### config.mk
export PLATFORM = sky130hd
export DESIGN_NAME = spi_cmd_slave
export DESIGN_NICKNAME = d
export VERILOG_FILES = /design/src/rtl/spi_cmd_pkg.sv /design/src/rtl/spi_word_port.sv /design/src/rtl/spi_cmd_seq.sv /design/src/rtl/spi_reg_bank.sv /design/src/rtl/spi_cmd_slave.sv
export SDC_FILE = /design/constraint.sdc
export NUM_CORES = 1
export LEC_CHECK = 0
export CORE_AREA = 2 2 239 241
export CTS_BUF_LIST = sky130_fd_sc_hd__clkbuf_8
export CTS_CLUSTER_DIAMETER = 40
export DETAILED_ROUTE_END_ITERATION = 12
export DIE_AREA = 0 0 241 243
export SLEW_MARGIN = 20
export SYNTH_ARGS = -nofsm -noshare
export SYNTH_HDL_FRONTEND = slang
export SYNTH_SLANG_ARGS = --single-unit
### constraint.sdc
create_clock -name clk -period 4.9 [get_ports clk]
set_input_delay 0.98 -clock clk [delete_from_list [all_inputs] [get_ports clk]]
set_output_delay 0.98 -clock clk [all_outputs]
set_load 0.02 [all_outputs]
### src/rtl/spi_cmd_pkg.sv
package spi_cmd_pkg;
  typedef enum logic [2:0] {
    OP_CFG    = 3'b000,
    OP_RESUME = 3'b001,
    OP_STAT   = 3'b010,
    OP_LIMCLR = 3'b011,
    OP_WRREG  = 3'b100,
    OP_RSVD   = 3'b101,
    OP_RESULT = 3'b110,
    OP_LIMITS = 3'b111
  } op_e;

  localparam logic [15:0] ID_WORD = 16'hF0A5;
  localparam int RDY_BIT  = 2;
  localparam int HALT_BIT = 4;
endpackage

### src/rtl/spi_word_port.sv
module spi_word_port #(
  parameter int W = 16
) (
  input  logic         clk,
  input  logic         rst_n,
  input  logic         sclk,
  input  logic         cs_n,
  input  logic         mosi,
  input  logic [W-1:0] tx_first,
  input  logic [W-1:0] tx_next,
  output logic         miso,
  output logic         active,
  output logic         frame_start,
  output logic         word_done,
  output logic [W-1:0] rx_word
);
  localparam int BW = $clog2(W);

  logic [1:0]    s_sclk, s_cs, s_mosi;
  logic          sclk_d, active_q;
  logic [BW-1:0] bcnt;
  logic [W-1:0]  rx_sh, tx_sh;
  logic          rise, fall;

  assign active      = ~s_cs[1];
  assign frame_start = active & ~active_q;
  assign rise        = s_sclk[1] & ~sclk_d;
  assign fall        = ~s_sclk[1] & sclk_d;
  assign miso        = tx_sh[W-1] & active;

  always_ff @(posedge clk or negedge rst_n) begin
    if (!rst_n) begin
      s_sclk   <= '0;
      s_cs     <= 2'b11;
      s_mosi   <= '0;
      sclk_d   <= 1'b0;
      active_q <= 1'b0;
    end else begin
      s_sclk   <= {s_sclk[0], sclk};
      s_cs     <= {s_cs[0], cs_n};
      s_mosi   <= {s_mosi[0], mosi};
      sclk_d   <= s_sclk[1];
      active_q <= active;
    end
  end

  always_ff @(posedge clk or negedge rst_n) begin
    if (!rst_n) begin
      bcnt      <= '0;
      rx_sh     <= '0;
      tx_sh     <= '0;
      rx_word   <= '0;
      word_done <= 1'b0;
    end else begin
      word_done <= 1'b0;
      if (!active) begin
        bcnt  <= '0;
        tx_sh <= '0;
      end else if (frame_start) begin
        bcnt  <= '0;
        tx_sh <= tx_first;
      end else if (rise) begin
        rx_sh <= {rx_sh[W-2:0], s_mosi[1]};
        if (bcnt == BW'(W-1)) begin
          bcnt      <= '0;
          word_done <= 1'b1;
          rx_word   <= {rx_sh[W-2:0], s_mosi[1]};
        end else begin
          bcnt <= bcnt + 1'b1;
        end
      end else if (fall) begin
        if (bcnt == '0) tx_sh <= tx_next;
        else            tx_sh <= {tx_sh[W-2:0], 1'b0};
      end
    end
  end
endmodule

### src/rtl/spi_cmd_seq.sv
module spi_cmd_seq
  import spi_cmd_pkg::*;
#(
  parameter int W         = 16,
  parameter int AW        = 3,
  parameter int IDXW      = 13,
  parameter int CFG_WORDS = 7,
  parameter int RES_WORDS = 18,
  parameter int LIM_WORDS = 6
) (
  input  logic                   clk,
  input  logic                   rst_n,
  input  logic                   active,
  input  logic                   frame_start,
  input  logic                   word_done,
  input  logic [W-1:0]           rx_word,
  input  logic [W-1:0]           stat_misc,
  input  logic                   sweep_halted,
  input  logic                   res_new,
  input  logic [RES_WORDS*W-1:0] res_bus,
  input  logic [LIM_WORDS*W-1:0] lim_bus,
  output logic [W-1:0]           tx_first,
  output logic [W-1:0]           tx_next,
  output logic                   wr_en,
  output logic [AW-1:0]          wr_addr,
  output logic [W-1:0]           wr_data,
  output logic                   lim_clr,
  output logic                   resume,
  output logic                   cfg_valid,
  output logic [IDXW-1:0]        cfg_index,
  output logic [CFG_WORDS*W-1:0] cfg_data,
  output logic                   ready_flag
);
  localparam int CNTW = $clog2(RES_WORDS + 2);

  op_e             op;
  logic [IDXW-1:0] hdr;
  logic [CNTW-1:0] wcnt, widx;
  logic            lat_rdy, clr_rdy;
  op_e             op_in;

  assign op_in     = op_e'(rx_word[W-1:W-3]);
  assign widx      = wcnt - 1'b1;
  assign wr_addr   = hdr[AW-1:0];
  assign cfg_index = hdr;
  assign clr_rdy   = active && word_done && op == OP_RESULT && lat_rdy &&
                     wcnt == CNTW'(RES_WORDS);

  always_comb begin
    tx_first           = stat_misc;
    tx_first[RDY_BIT]  = ready_flag;
    tx_first[HALT_BIT] = sweep_halted;
  end

  always_comb begin
    tx_next = '0;
    case (op)
      OP_STAT:   if (wcnt == CNTW'(1)) tx_next = ID_WORD;
      OP_RESULT: if (lat_rdy)
                   for (int k = 0; k < RES_WORDS; k++)
                     if (wcnt != '0 && widx == CNTW'(k)) tx_next = res_bus[k*W +: W];
      OP_LIMITS: for (int k = 0; k < LIM_WORDS; k++)
                   if (wcnt != '0 && widx == CNTW'(k)) tx_next = lim_bus[k*W +: W];
      default:   tx_next = '0;
    endcase
  end

  always_ff @(posedge clk or negedge rst_n) begin
    if (!rst_n) begin
      op         <= OP_RSVD;
      hdr        <= '0;
      wcnt       <= '0;
      wr_en      <= 1'b0;
      wr_data    <= '0;
      lim_clr    <= 1'b0;
      resume     <= 1'b0;
      cfg_valid  <= 1'b0;
      cfg_data   <= '0;
      lat_rdy    <= 1'b0;
      ready_flag <= 1'b0;
    end else begin
      wr_en     <= 1'b0;
      lim_clr   <= 1'b0;
      resume    <= 1'b0;
      cfg_valid <= 1'b0;
      if (frame_start) lat_rdy <= ready_flag;
      if (res_new)      ready_flag <= 1'b1;
      else if (clr_rdy) ready_flag <= 1'b0;
      if (!active) begin
        wcnt <= '0;
      end else if (word_done) begin
        if (wcnt != '1) wcnt <= wcnt + 1'b1;
        if (wcnt == '0) begin
          op      <= op_in;
          hdr     <= rx_word[IDXW-1:0];
          lim_clr <= (op_in == OP_LIMCLR);
          resume  <= (op_in == OP_RESUME);
        end else begin
          if (op == OP_WRREG && wcnt == CNTW'(1)) begin
            wr_en   <= 1'b1;
            wr_data <= rx_word;
          end
          if (op == OP_CFG) begin
            for (int k = 0; k < CFG_WORDS; k++)
              if (wcnt == CNTW'(k + 1)) cfg_data[k*W +: W] <= rx_word;
            cfg_valid <= (wcnt == CNTW'(CFG_WORDS));
          end
        end
      end
    end
  end
endmodule

### src/rtl/spi_reg_bank.sv
module spi_reg_bank #(
  parameter int W    = 16,
  parameter int NREG = 5,
  parameter int AW   = 3
) (
  input  logic              clk,
  input  logic              rst_n,
  input  logic              wr_en,
  input  logic [AW-1:0]     wr_addr,
  input  logic [W-1:0]      wr_data,
  output logic [NREG*W-1:0] regs_o
);
  for (genvar g = 0; g < NREG; g++) begin : g_reg
    always_ff @(posedge clk or negedge rst_n) begin
      if (!rst_n)                            regs_o[g*W +: W] <= '0;
      else if (wr_en && wr_addr == AW'(g))   regs_o[g*W +: W] <= wr_data;
    end
  end
endmodule

### src/rtl/spi_cmd_slave.sv
module spi_cmd_slave #(
  parameter int W         = 16,
  parameter int NREG      = 5,
  parameter int IDXW      = 13,
  parameter int CFG_WORDS = 7,
  parameter int RES_WORDS = 18,
  parameter int LIM_WORDS = 6
) (
  input  logic                   clk,
  input  logic                   rst_n,
  input  logic                   spi_sclk,
  input  logic                   spi_cs_n,
  input  logic                   spi_mosi,
  output logic                   spi_miso,
  input  logic [W-1:0]           stat_misc,
  input  logic                   sweep_halted,
  input  logic                   res_new,
  input  logic [RES_WORDS*W-1:0] res_bus,
  input  logic [LIM_WORDS*W-1:0] lim_bus,
  output logic [NREG*W-1:0]      regs_o,
  output logic                   lim_clr,
  output logic                   resume,
  output logic                   cfg_valid,
  output logic [IDXW-1:0]        cfg_index,
  output logic [CFG_WORDS*W-1:0] cfg_data,
  output logic                   cfg_halt,
  output logic                   cfg_lowband,
  output logic [1:0]             cfg_filter,
  output logic                   result_ready
);
  localparam int AW = (NREG > 1) ? $clog2(NREG) : 1;

  logic          active, frame_start, word_done, wr_en;
  logic [W-1:0]  rx_word, tx_first, tx_next, wr_data;
  logic [AW-1:0] wr_addr;

  assign cfg_halt    = cfg_data[15];
  assign cfg_lowband = cfg_data[14];
  assign cfg_filter  = cfg_data[10:9];

  spi_word_port #(.W(W)) u_port (
    .clk(clk), .rst_n(rst_n), .sclk(spi_sclk), .cs_n(spi_cs_n), .mosi(spi_mosi),
    .tx_first(tx_first), .tx_next(tx_next), .miso(spi_miso), .active(active),
    .frame_start(frame_start), .word_done(word_done), .rx_word(rx_word)
  );

  spi_cmd_seq #(
    .W(W), .AW(AW), .IDXW(IDXW), .CFG_WORDS(CFG_WORDS),
    .RES_WORDS(RES_WORDS), .LIM_WORDS(LIM_WORDS)
  ) u_seq (
    .clk(clk), .rst_n(rst_n), .active(active), .frame_start(frame_start),
    .word_done(word_done), .rx_word(rx_word), .stat_misc(stat_misc),
    .sweep_halted(sweep_halted), .res_new(res_new), .res_bus(res_bus),
    .lim_bus(lim_bus), .tx_first(tx_first), .tx_next(tx_next), .wr_en(wr_en),
    .wr_addr(wr_addr), .wr_data(wr_data), .lim_clr(lim_clr), .resume(resume),
    .cfg_valid(cfg_valid), .cfg_index(cfg_index), .cfg_data(cfg_data),
    .ready_flag(result_ready)
  );

  spi_reg_bank #(.W(W), .NREG(NREG), .AW(AW)) u_regs (
    .clk(clk), .rst_n(rst_n), .wr_en(wr_en), .wr_addr(wr_addr),
    .wr_data(wr_data), .regs_o(regs_o)
  );
endmodule

==> impl_metrics.csv <==
group,metric,value,unit
place,post_dp_cell_area,23200,um2
synth,synthTopCellsByArea,"dfrtp_1, mux2_2, o21ai_0",
timing,period_minus_slack,4.33,ns
setup_path,end_kind,"flop",
floorplan,start_util,28.5,%
timing,fin_crit_sh,88.4,%
timing,tightest_slew,1.12,ns
global_routing,gr-usage-met1,35.5,%
clocking,cts_tree,"built",
route,dr.pass1.iters,5,
pwr,design_power_total,0.00549,W
global_routing,gr-total-overflow,0,
finish,final_layout_size_suffix_gt1_share,22.3,%
floorplan,fp.coreArea,56000,um2
finish,multiInputGateArea,8000,um2
synth,synth_edf_count,0,
synth,synth_fp_nets,1878,
global_routing,grt_max_degree,116,
timing,drv_slew,0,
clocking,htree_levels,2,
timing,fin_worst_skew,0.0534,ns
clocking,cts_buffer_depth,3,
finish,nNetsFinal,2512,
synth,synth_seq_cells,295,
finish,layout_common_cells,"clkdlybuf4s50_1, dfrtp_1, mux2_2, nand2_1, nor2_1",
synth,syn_avg_cell_area,10.9,um2
synth,yosysTopAreaCell,"dfrtp_1",
synth,synth_top_area_share,45.7,%
synth,synth.cell_area,15900,um2
floorplan,pin_count,621,
setup_path,slowest_delay,1.01,ns
pwr,ir_worst_vdd,226,uV
timing,fmax,0.231,GHz
pwr,leakage,10.3,nW
setup_path,critPathLaunchType,"flop",
job,cap_violations,0,
global_routing,grt_usage,30.6,%
route,vias,16000,
floorplan,die_w,241,um
setup_path,worstPathRequired,5.46,ns
timing,finalHoldViolCount,0,
setup_path,crit_type,"flop to flop",
synth,synth.distinct_cells,92,
clocking,clock_sinks,295,
finish,final_common_cell,"clkdlybuf4s50_1",
floorplan,fp-row-count,87,
setup_path,crit_path_max_fanout,13,
clocking,post_cts_resized,0,
timing,slew_headroom,23.2,%
route,ant_nets,0,
clocking,clk-insertion-delay-late,0.64,ns
global_routing,use_met3,8.48,%
clocking,cts-root-buf,"clkbuf_8",
route,drc,0,
outcome,status,"completed",
place,portBuffers,618,
synth,synth_seq_area_share,46.4,%
setup_path,cp_cell_sequence,"inv_1 > ha_1 > buf_4 > or2_4 > a21o_1 > a221oi_4 > a221oi_1 > a2111oi_0 > or4_1 > a21oi_1 > o21ai_1",
setup_path,arrival,4.89,ns
floorplan,dieArea,58600,um2
global_routing,met2_usage,50.2,%
setup_path,cp_slowest_cell,"a2111oi_0",
route,wire_per_inst,31.8,um
pwr,p_per_area,225,nW/um2
finish,area_growth,53.4,%
finish,seqCellArea,7390,um2
finish,nFillCells,5450,
global_routing,grt_pass1_wl,127000,um
synth,synth_flop_cell,"dfrtp_1",
route,first_iter_violations,1177,
timing,rsz0062_at_grt,"false",
route,viasPerCell,5.50,
finish,final_area,24400,um2
place,dp_slack,0.752,ns
global_routing,grt_pass1_vias,16600,
route,wl,92500,um
synth,syn_inst,1462,
clocking,cts.clk_slew.worst_paths,0.06,ns
timing,setup_tns,0,ns
place,gp_congestion,1.02,
worst_hold_path,hold_path_class,"flop to flop",
global_routing,grt_antenna_before_repair,20,
clocking,cts-buffers-inserted,55,
place,place_hpwl,72200,um
global_routing,grt.busiest_layer,"met2",
floorplan,die_y,243,um
timing,timing.final.ws_setup,0.570,ns
clocking,holdBufCountCts,0,
synth,async_flop_share,100,%
synth,yosysWarnings,0,
timing,setup_viol,0,
clocking,post_cts_buffers,0,
==> layout make-up <==
cell class / instances / share of cell area (%)
inverters: 18 / 0.277
repair buffers: 700 / 28.0
flip-flops and latches: 295 / 30.2
clock inverters: 32 / 0.953
multi-input cells: 1026 / 32.8
well taps: 756 / 3.87
diodes: 15 / 0.154
clock buffers: 67 / 3.77
==> cells in the mapped netlist, drive strengths merged (8+ instances only) <==
library cell  count
a2111oi           9
a211oi           17
a21oi            76
a221o            20
a221oi           43
a22oi            36
a31oi            13
and3             12
buf              63
clkbuf           60
dfrtp           291
ha                9
inv              16
mux2            257
mux2i             8
nand2            86
nand2b            8
nand3            19
nor2             85
nor2b             8
nor3             24
nor4             10
o211ai           25
o21a              9
o21ai            93
o221ai           28
o22ai            23
==> registers in the layout (all words and copies together), names as in the netlist, 2 cells and up <==
name	count
u_port.s_sclk	2
u_port.rx_word	16
u_port.rx_sh	15
u_seq.cfg_index	13
u_seq.wcnt	5
u_port.tx_sh	16
u_seq.wr_data	16
u_seq.cfg_data	112
u_port.s_mosi	2
u_port.bcnt	4
u_regs.regs_o	80
u_port.s_cs	2
u_seq.op	3
==> logic make-up (layout without fill, tap and decap cells) <==
logic type               count (synthesis)  count (layout)  share of synthesized area, %
buffers and inverters                  141             817                          4.05
other                                    0              15                             0
AO/OA/AOI/OAI                          451             451                          20.6
adder cells (fa/ha/maj)                  9               9                         0.707
XOR/XNOR                                 5               5                         0.275
multiplexers                           265             265                          18.7
AND/OR/NAND/NOR                        296             296                          9.33
flip-flops                             295             295                          46.4
==> power breakdown <==
group	internal [W]	total, W	switching, W
logic	0.000324	0.000528	0.000204
clock network	0.00136	0.00247	0.00112
registers	0.00247	0.00249	0.0000220
==> worst paths after layout <==
check / from / endpoint / slack, ns / depth (start not counted)
min in group asynchronous: rst_n / u_seq.cfg_data[104]$_DFFE_PN0P_ / 0.45 / 1
hold / removal: u_port.s_mosi[0]$_DFF_PN0_ / u_port.s_mosi[1]$_DFF_PN0_ / 0.35 / 0
setup / recovery: u_seq.wcnt[0]$_DFFE_PN0P_ / u_port.tx_sh[15]$_DFFE_PN0P_ / 0.57 / 11
setup reg to reg: u_seq.wcnt[0]$_DFFE_PN0P_ / u_port.tx_sh[15]$_DFFE_PN0P_ / 0.57 / 11
max in group asynchronous: rst_n / u_regs.regs_o[6]$_DFFE_PN0P_ / 3.39 / 2
hold reg to reg: u_port.s_mosi[0]$_DFF_PN0_ / u_port.s_mosi[1]$_DFF_PN0_ / 0.35 / 0
==> worst max-delay path: cells and delay by family, from the launching register on <==
kind / cells / cell delay [ns]
adder cells (fa/ha/maj): 1 / 0.29
flip-flops: 1 / 0.61
buffers and inverters: 2 / 0.36
AND/OR/NAND/NOR: 2 / 0.63
AO/OA/AOI/OAI: 6 / 2.39
==> routing by layer <==
layer,part of all wire [%],vias up
met5,0.071,-
met4,6.4,10
met3,8.6,186
met1,38,8113
met2,47,800
li1,-,6881
==> metrics by stage <==
step                      std cells  utilization [%]  hold WS [ns]
after floorplan                1462                -         0.331
after global placement         2794             41.5         0.342
after detailed placement       2794             41.5         0.343
after CTS                      2893             43.6         0.354
after global routing           2904             43.6         0.356
final                          2909             43.7         0.350
(Power assumes the default switching activity.)
